===== src/rtl/lstn_pkg.sv =====
package lstn_pkg;

    typedef struct packed {
        logic atn;
        logic ifc;
        logic acds;
    } busctl_t;

    localparam logic [6:0] UNL_CODE = 7'h3F;
    localparam logic [1:0] LGRP_TAG = 2'b01;

    typedef enum logic [1:0] {
        CMD_NONE,
        CMD_LISTEN,
        CMD_UNLISTEN
    } cmd_kind_t;

    function automatic cmd_kind_t decode_cmd(logic [7:0] d, logic match);
        if (d[6:0] == UNL_CODE)
            return CMD_UNLISTEN;
        if (d[6:5] == LGRP_TAG && match)
            return CMD_LISTEN;
        return CMD_NONE;
    endfunction

endpackage


===== src/rtl/lstn_sync.sv =====
module lstn_sync
    import lstn_pkg::*;
#(
    parameter int STAGES = 2
) (
    input  logic    clk_i,
    input  logic    rst_i,
    input  busctl_t raw_i,
    output busctl_t sync_o,
    output logic    acds_rise_o
);
    busctl_t pipe [STAGES];
    logic    acds_last;

    genvar g;
    generate
        for (g = 0; g < STAGES; g++) begin : g_stage
            always_ff @(posedge clk_i) begin
                if (rst_i) begin
                    pipe[g] <= '0;
                end else if (g == 0) begin
                    pipe[g] <= raw_i;
                end else begin
                    pipe[g] <= pipe[g-1];
                end
            end
        end
    endgenerate

    always_ff @(posedge clk_i) begin
        if (rst_i) acds_last <= 1'b0;
        else       acds_last <= pipe[STAGES-1].acds;
    end

    assign sync_o      = pipe[STAGES-1];
    assign acds_rise_o = pipe[STAGES-1].acds & ~acds_last;

endmodule


===== src/rtl/lstn_state.sv =====
module lstn_state
    import lstn_pkg::*;
(
    input  logic       clk_i,
    input  logic       rst_i,
    input  busctl_t    bus_i,
    input  logic       acds_rise_i,
    input  logic [7:0] dio_i,
    input  logic       match_i,
    output logic       listen_o,
    output logic       seq_clr_o,
    output logic       clr_evt_o
);
    cmd_kind_t cmd;
    logic      cmd_strobe;
    logic      listen_q;
    logic      clr_q;

    assign cmd        = decode_cmd(dio_i, match_i);
    assign cmd_strobe = acds_rise_i & bus_i.atn;
    assign clr_evt_o  = bus_i.ifc | (cmd_strobe && cmd == CMD_UNLISTEN);

    always_ff @(posedge clk_i) begin
        if (rst_i) begin
            listen_q <= 1'b0;
            clr_q    <= 1'b0;
        end else begin
            clr_q <= clr_evt_o;
            if (clr_evt_o)
                listen_q <= 1'b0;
            else if (cmd_strobe && cmd == CMD_LISTEN)
                listen_q <= 1'b1;
        end
    end

    assign listen_o  = listen_q;
    assign seq_clr_o = clr_q;


    listen_rise_chk: assert property (@(posedge clk_i) disable iff (rst_i)
        $rose(listen_q) |-> $past(acds_rise_i && bus_i.atn && match_i));


    data_mode_hold_chk: assert property (@(posedge clk_i) disable iff (rst_i)
        (!bus_i.atn && !bus_i.ifc) |=> $stable(listen_q));


    ifc_clear_chk: assert property (@(posedge clk_i) disable iff (rst_i)
        bus_i.ifc |=> (!listen_q && clr_q));


    clr_implies_idle_chk: assert property (@(posedge clk_i) disable iff (rst_i)
        clr_q |-> !listen_q);

endmodule


===== src/rtl/lstn_pulse.sv =====
module lstn_pulse #(
    parameter int PULSE_W = 800
) (
    input  logic clk_i,
    input  logic rst_i,
    input  logic trig_i,
    input  logic enable_i,
    input  logic abort_i,
    input  logic listen_i,
    output logic pulse_o
);
    localparam int CW = $clog2(PULSE_W + 1);
    localparam logic [CW-1:0] LOAD = CW'(PULSE_W);

    logic [CW-1:0] cnt;
    logic          busy;

    assign busy = (cnt != '0);

    always_ff @(posedge clk_i) begin
        if (rst_i || abort_i)
            cnt <= '0;
        else if (busy)
            cnt <= cnt - 1'b1;
        else if (trig_i && enable_i)
            cnt <= LOAD;
    end

    assign pulse_o = busy;


    pulse_needs_listen_chk: assert property (@(posedge clk_i) disable iff (rst_i)
        pulse_o |-> listen_i);


    pulse_start_chk: assert property (@(posedge clk_i) disable iff (rst_i)
        $rose(pulse_o) |-> $past(trig_i && enable_i));


    no_reload_chk: assert property (@(posedge clk_i) disable iff (rst_i)
        (busy && !abort_i) |=> (cnt == $past(cnt) - 1'b1));


    cnt_range_chk: assert property (@(posedge clk_i) disable iff (rst_i)
        cnt <= LOAD);

endmodule


===== src/rtl/bus_listen_ctrl.sv =====
module bus_listen_ctrl
    import lstn_pkg::*;
#(
    parameter int PULSE_W     = 800,
    parameter int SYNC_STAGES = 2
) (
    input  logic       clk_i,
    input  logic       rst_i,
    input  logic       atn_i,
    input  logic       ifc_i,
    input  logic       acds_i,
    input  logic [7:0] dio_i,
    input  logic       addr_match_i,
    output logic       listen_o,
    output logic       lamp_o,
    output logic       seq_clr_o,
    output logic       data_clk_o
);
    busctl_t raw, bus;
    logic    acds_rise;
    logic    listen;
    logic    clr_evt;

    assign raw = '{atn: atn_i, ifc: ifc_i, acds: acds_i};

    lstn_sync #(.STAGES(SYNC_STAGES)) u_sync (
        .clk_i       (clk_i),
        .rst_i       (rst_i),
        .raw_i       (raw),
        .sync_o      (bus),
        .acds_rise_o (acds_rise)
    );

    lstn_state u_state (
        .clk_i       (clk_i),
        .rst_i       (rst_i),
        .bus_i       (bus),
        .acds_rise_i (acds_rise),
        .dio_i       (dio_i),
        .match_i     (addr_match_i),
        .listen_o    (listen),
        .seq_clr_o   (seq_clr_o),
        .clr_evt_o   (clr_evt)
    );

    lstn_pulse #(.PULSE_W(PULSE_W)) u_pulse (
        .clk_i    (clk_i),
        .rst_i    (rst_i),
        .trig_i   (acds_rise),
        .enable_i (listen & ~bus.atn),
        .abort_i  (clr_evt),
        .listen_i (listen),
        .pulse_o  (data_clk_o)
    );

    assign listen_o = listen;
    assign lamp_o   = listen;


    lamp_follow_chk: assert property (@(posedge clk_i) disable iff (rst_i)
        lamp_o == listen_o);

endmodule


===== config.mk =====
export PLATFORM = sky130hd
export DESIGN_NAME = bus_listen_ctrl
export DESIGN_NICKNAME = d
export VERILOG_FILES = /design/src/rtl/lstn_pkg.sv /design/src/rtl/lstn_sync.sv /design/src/rtl/lstn_state.sv /design/src/rtl/lstn_pulse.sv /design/src/rtl/bus_listen_ctrl.sv
export SDC_FILE = /design/constraint.sdc
export NUM_CORES = 1
export LEC_CHECK = 0
export BUFFER_PORTS_ARGS = -buffer_cell sky130_fd_sc_hd__buf_4
export CORE_MARGIN = 5
export CORE_UTILIZATION = 50
export CTS_BUF_LIST = sky130_fd_sc_hd__clkbuf_4 sky130_fd_sc_hd__clkbuf_8
export DETAILED_ROUTE_END_ITERATION = 8
export PLACE_DENSITY = 0.75
export SKIP_CTS_REPAIR_TIMING = 1
export SLEW_MARGIN = 40
export SYNTH_ARGS = -nofsm -noshare
export SYNTH_HDL_FRONTEND = slang
export SYNTH_SLANG_ARGS = --single-unit

===== constraint.sdc =====
create_clock -name clk_i -period 4.5 [get_ports clk_i]
set_input_delay 0.45 -clock clk_i [delete_from_list [all_inputs] [get_ports clk_i]]
set_output_delay 0.45 -clock clk_i [all_outputs]
set_load 0.005 [all_outputs]

* After elaboration in Yosys (flattened, before gate mapping) *
Memories as Yosys holds them, arrays and structs flattened.
Index checks and enable logic that the tools add are counted.

cells by class
  bitwise operators = 8
  add/sub/neg operators = 1
  reduce and logical (&&, ||, !) cells = 8
  eq/ne operators = 4
  mux-type cells = 14

operators by type and width
  kind                     count
  $mux W10                 2
  $reduce_bool A10 Y1      1
  $sub A10 B1 Y10 const B  1
  $mux W2                  4
  $eq A7 B6 Y1 const B     1
  $mux W1                  6
  $mux W3                  2
  $eq A2 B1 Y1 const B     2
  $logic_and A1 B1 Y1      4
  $and A1 B1 Y1            3
  $or A1 B1 Y1             3
  $eq A2 B2 Y1 const B     1
  $not A1 Y1               2
  $reduce_bool A2 Y1       1
  $reduce_or A2 Y1         1
  $logic_or A1 B1 Y1       1

storage, ports and cells
  register bits = 13
  output and inout bits = 4
  memories = 1
  memory bits (writable) = 6

memory list
  name         depth  bits a word  rd ports  clocked after Yosys merged registers in  wr ports  line             text
  u_sync.pipe  2      3            2         0                                        2         lstn_sync.sv:12  busctl_t pipe [STAGES];

* Depth between registers and ports, before layout *
  depth after elaboration = 10
  gate-level depth with buffers = 7
  depth with buffers taken out = 7

* Hierarchy *
A second synthesis with hierarchy kept.

second synthesis, totals
  cells, all modules = 82
  area, all modules = 835.8 um^2

by module, submodules not included
  module           times used  cells an instance  area each (um^2)
  lstn_pulse       1           57                 528.0
  lstn_sync        1           15                 190.2
  lstn_state       1           8                  96.3
  bus_listen_ctrl  1           2                  21.3

* Worst setup path before layout *
OpenSTA, ideal clock, no wires.

  path kind = register to register
  from = reg u_pulse.cnt[0]
  to = reg u_pulse.cnt[9]
  period minus slack after synthesis = 1.861 ns
  path buffers = 0
  slack = 2.639 ns
  arrival time = 1.723 ns
  setup time = 0.139 ns
  cell stages (with the launch flop) = 7
  cell sequence = dfxtp_1 > inv_1 > ha_1 > or3b_2 > or4_4 > or2b_2 > a311oi_1

on the way
  word-level cells in the longest chain between the ends = 2

ends and longest elaborated chain
  what                                                           line                                text
  from (decl)                                                    lstn_pulse.sv:15                    logic [CW-1:0] cnt;
  from (signal assigned)                                         lstn_pulse.sv:24                    cnt <= cnt - 1'b1;
  $sub A10 B1 Y10 / $reduce_bool A10 Y1 (equally long branches)  lstn_pulse.sv:24, lstn_pulse.sv:18
  $mux W10 / $reduce_bool A2 Y1 (equally long branches)          n/a

Several ways; a longest one is shown, not always the timed one.
A chain may end at the register's enable or synchronous reset.

* Final worst setup path *
  from = reg u_pulse.cnt[0]
  to = out data_clk_o

on the way
  word-level cells in the longest chain between the ends = 1

ends and longest elaborated chain
  what                 line                   text
  $reduce_bool A10 Y1  lstn_pulse.sv:18       assign busy = (cnt != '0);
  to (decl)            bus_listen_ctrl.sv:17  output logic data_clk_o

Every way passes these cells.

==> flow_summary_export.csv <==
group,metric,value,unit
outcome,status,"finished, final reports clean",
setup_path,startpoint,"u_pulse.cnt[0]",
finish,drive_gt1_share,28.0,%
synth,syn_area,797,sq um
finish,num-fill-cells,146,
finish,antennaDiodeCount,0,
clock_tree,ctsHtreeMaxLevel,1,
power_and_ir_drop,leakage,0.411,nW
finish,stdcell_count,116,
grt,gr-total-overflow,0,
place,place_inst,112,
sta,worstMarginPinSlew,493,ps
grt,grt_max_degree,12,
synth,yosys_warnings,0,
finish,final_cell_mix,"dfxtp_1, buf_4, nor2_1",
synth,synth-seq-area-share,47.7,%
sta,setup_ws,2140,ps
setup_path,path_max_fanout,5,
sta,fin_skew,3.69,ps
drt,drt_iter0_drc,14,
place,hpwl,1160,microns
setup_path,critical_path_class,"flip-flop to output pin",
setup_path,crit_path_start_kind,"flip-flop",
floorplan,dieWidth,49.9,microns
place,finalWeightedCongestion,0.779,
setup_path,cp_common_cell,"inv_1",
clock_tree,cts_made_buffers,3,
grt,grt_use_total,12.9,%
floorplan,start_util,52.9,%
sta,layout_min_cycle_time,2360,ps
finish,seq_area,380,sq um
sta,tns,0,ps
setup_path,worstPathArrival,1910,ps
drt,dr_total_vias,620,
sta,setup_violations,0,
clock_tree,clock_latency,300,ps
sta,grt_setup_unrepaired,"no",
sta,drv_slew,0,
finish,area_delta_synth_final,20.1,%
setup_path,end_kind,"output pin",
power_and_ir_drop,peakVddDrop,0.367,mV
floorplan,die_h,49.9,microns
grt,grt_pass1_wl,2530,microns
place,io_buffers,16,
setup_path,r2r-start,"u_pulse.cnt[0]",
setup_path,crit_slowest_cell,"or3b_2",
clock_tree,clockBufferDepth,2,
clock_tree,path_clk_slew,110,ps
grt,antenna_found_initial,0,
floorplan,ios,18,
sta,finalCritPeriodShare,52.3,%
synth,syn_nets,97,
drt,vias_per_cell,5.34,
sta,slew_headroom,66.9,%
drt,ant_nets,0,
floorplan,core_area,1510,sq um
floorplan,die_area,2490,sq um
drt,firstDrtPassIters,4,
grt,first_global_vias,592,
clock_tree,clock_sinks,19,
clock_tree,cts_root_buf,"clkbuf_4",
synth,ys_types,30,
drt,wl_per_cell,12.2,microns
drt,totalWireLength,1420,microns
floorplan,num_rows,14,
finish,multiInputGateArea,398,sq um
sta,max_freq,0.425,GHz
setup_path,crit_chain,"inv_1, ha_1, or3b_2, nor3_1, inv_1, buf_4",
clock_tree,cts_tree,"built",
synth,ys_ff_latch,19,
job,maxCapViolCount,0,
place,pre_cts_ws,2480,ps
sta,hold_viol_final,0,
finish,num-nets-final,117,
drt,drc,0,
power_and_ir_drop,finalPower,0.000572,W
finish,layout_commonest_cell,"dfxtp_1",
min_path,worstHoldStart,"acds_i",
power_and_ir_drop,power_density,597,nW/um^2
setup_path,cp_slowest_stage_delay,490,ps
min_path,hold_class,"input port to flip-flop",
setup_path,cp.required,4050,ps
synth,synth_area_per_cell,9.84,sq um
synth,netlist_instances,81,
path summary, 6_finish.rpt:
kind,cells past startpoint,end,slack (ps)
worst max-delay path,6,data_clk_o,2140
worst min-delay path,2,u_sync.pipe[0][0],370
worst min register to register,1,u_sync.pipe[1][1],450
worst max register to register,6,u_pulse.cnt[9],2510
cells in the mapped netlist (all sizes together):
master	n	share of area [%]
dfxtp	19	48
nor2	11	5.2
nor2b	7	5.5
a21oi	4	2.5
xnor2	4	4.4
and3b	3	3.3
inv	3	1.4
nand2b	3	2.4
a31oi	2	1.6
and2b	2	2.0
ha	2	3.1
nand2	2	0.94
nor3	2	1.3
or4	2	2.8
a2111oi	1	1.1
a211oi	1	1.6
a311o	1	1.3
a311oi	1	1.1
and4	1	1.1
buf	1	0.94
nor4	1	0.79
nor4bb	1	1.3
o22ai	1	0.79
o31ai	1	0.94
or2	1	0.79
or2b	1	1.1
or3	1	0.94
or3b	1	1.1
xor2	1	1.1
layout make-up:
cell class              instances  area share (%)
multi-input cells              58            41.6
flip-flops and latches         19            39.7
repair buffers                 16            12.5
clock buffers                   3            2.35
well taps                      16            2.09
inverters                       3            1.18
clock inverters                 1           0.523
stage by stage:
stage / hold WS, ps / area, sq um / utilization, %
global placement: 421 / 930 / 61.7
finish: 365 / 957 / 63.5
detailed placement: 428 / 930 / 61.7
floorplan: 414 / 797 / -
global route: 351 / 957 / 63.5
CTS: 365 / 957 / 63.5
where the power goes:
group	switching [W]	internal, W	total, W
clock	0.0000526	0.0000331	0.0000857
combinational	0.000125	0.000130	0.000254
sequential	0.0000299	0.000202	0.000232
layer usage:
layer	vias to the layer above	global-route usage, %	wire length, microns
met3	4	3.01	46
met2	11	21.8	734
met4	0	5.24	21
met5	-	0	0
li1	320	-	-
met1	285	15.4	618
cells by family after synthesis:
kind of cell	count (synthesis)	synth area share, %
buffers and inverters	4	2.36
adders and majority gates	2	3.14
and+or+nand+nor	39	30.5
xor gates and xnor gates	5	5.49
DFF	19	47.7
AOI/OAI and AO/OA	12	10.8
worst max-delay path, delay by kind of cell (launching register included):
| kind | cells | cell delay (ps) |
|---|---|---|
| adder cells (fa/ha/maj) | 1 | 140 |
| buffers and inverters | 3 | 390 |
| flip-flops | 1 | 370 |
| AND/OR/NAND/NOR | 2 | 720 |
flip-flops by register name, indices dropped and copies added (netlist names):
signal and count:
u_pulse.cnt 10, u_sync.pipe 6, u_state.listen_o 1, u_state.seq_clr_o 1
u_sync.acds_last 1
No activity file was read; power rests on OpenSTA's default activity.
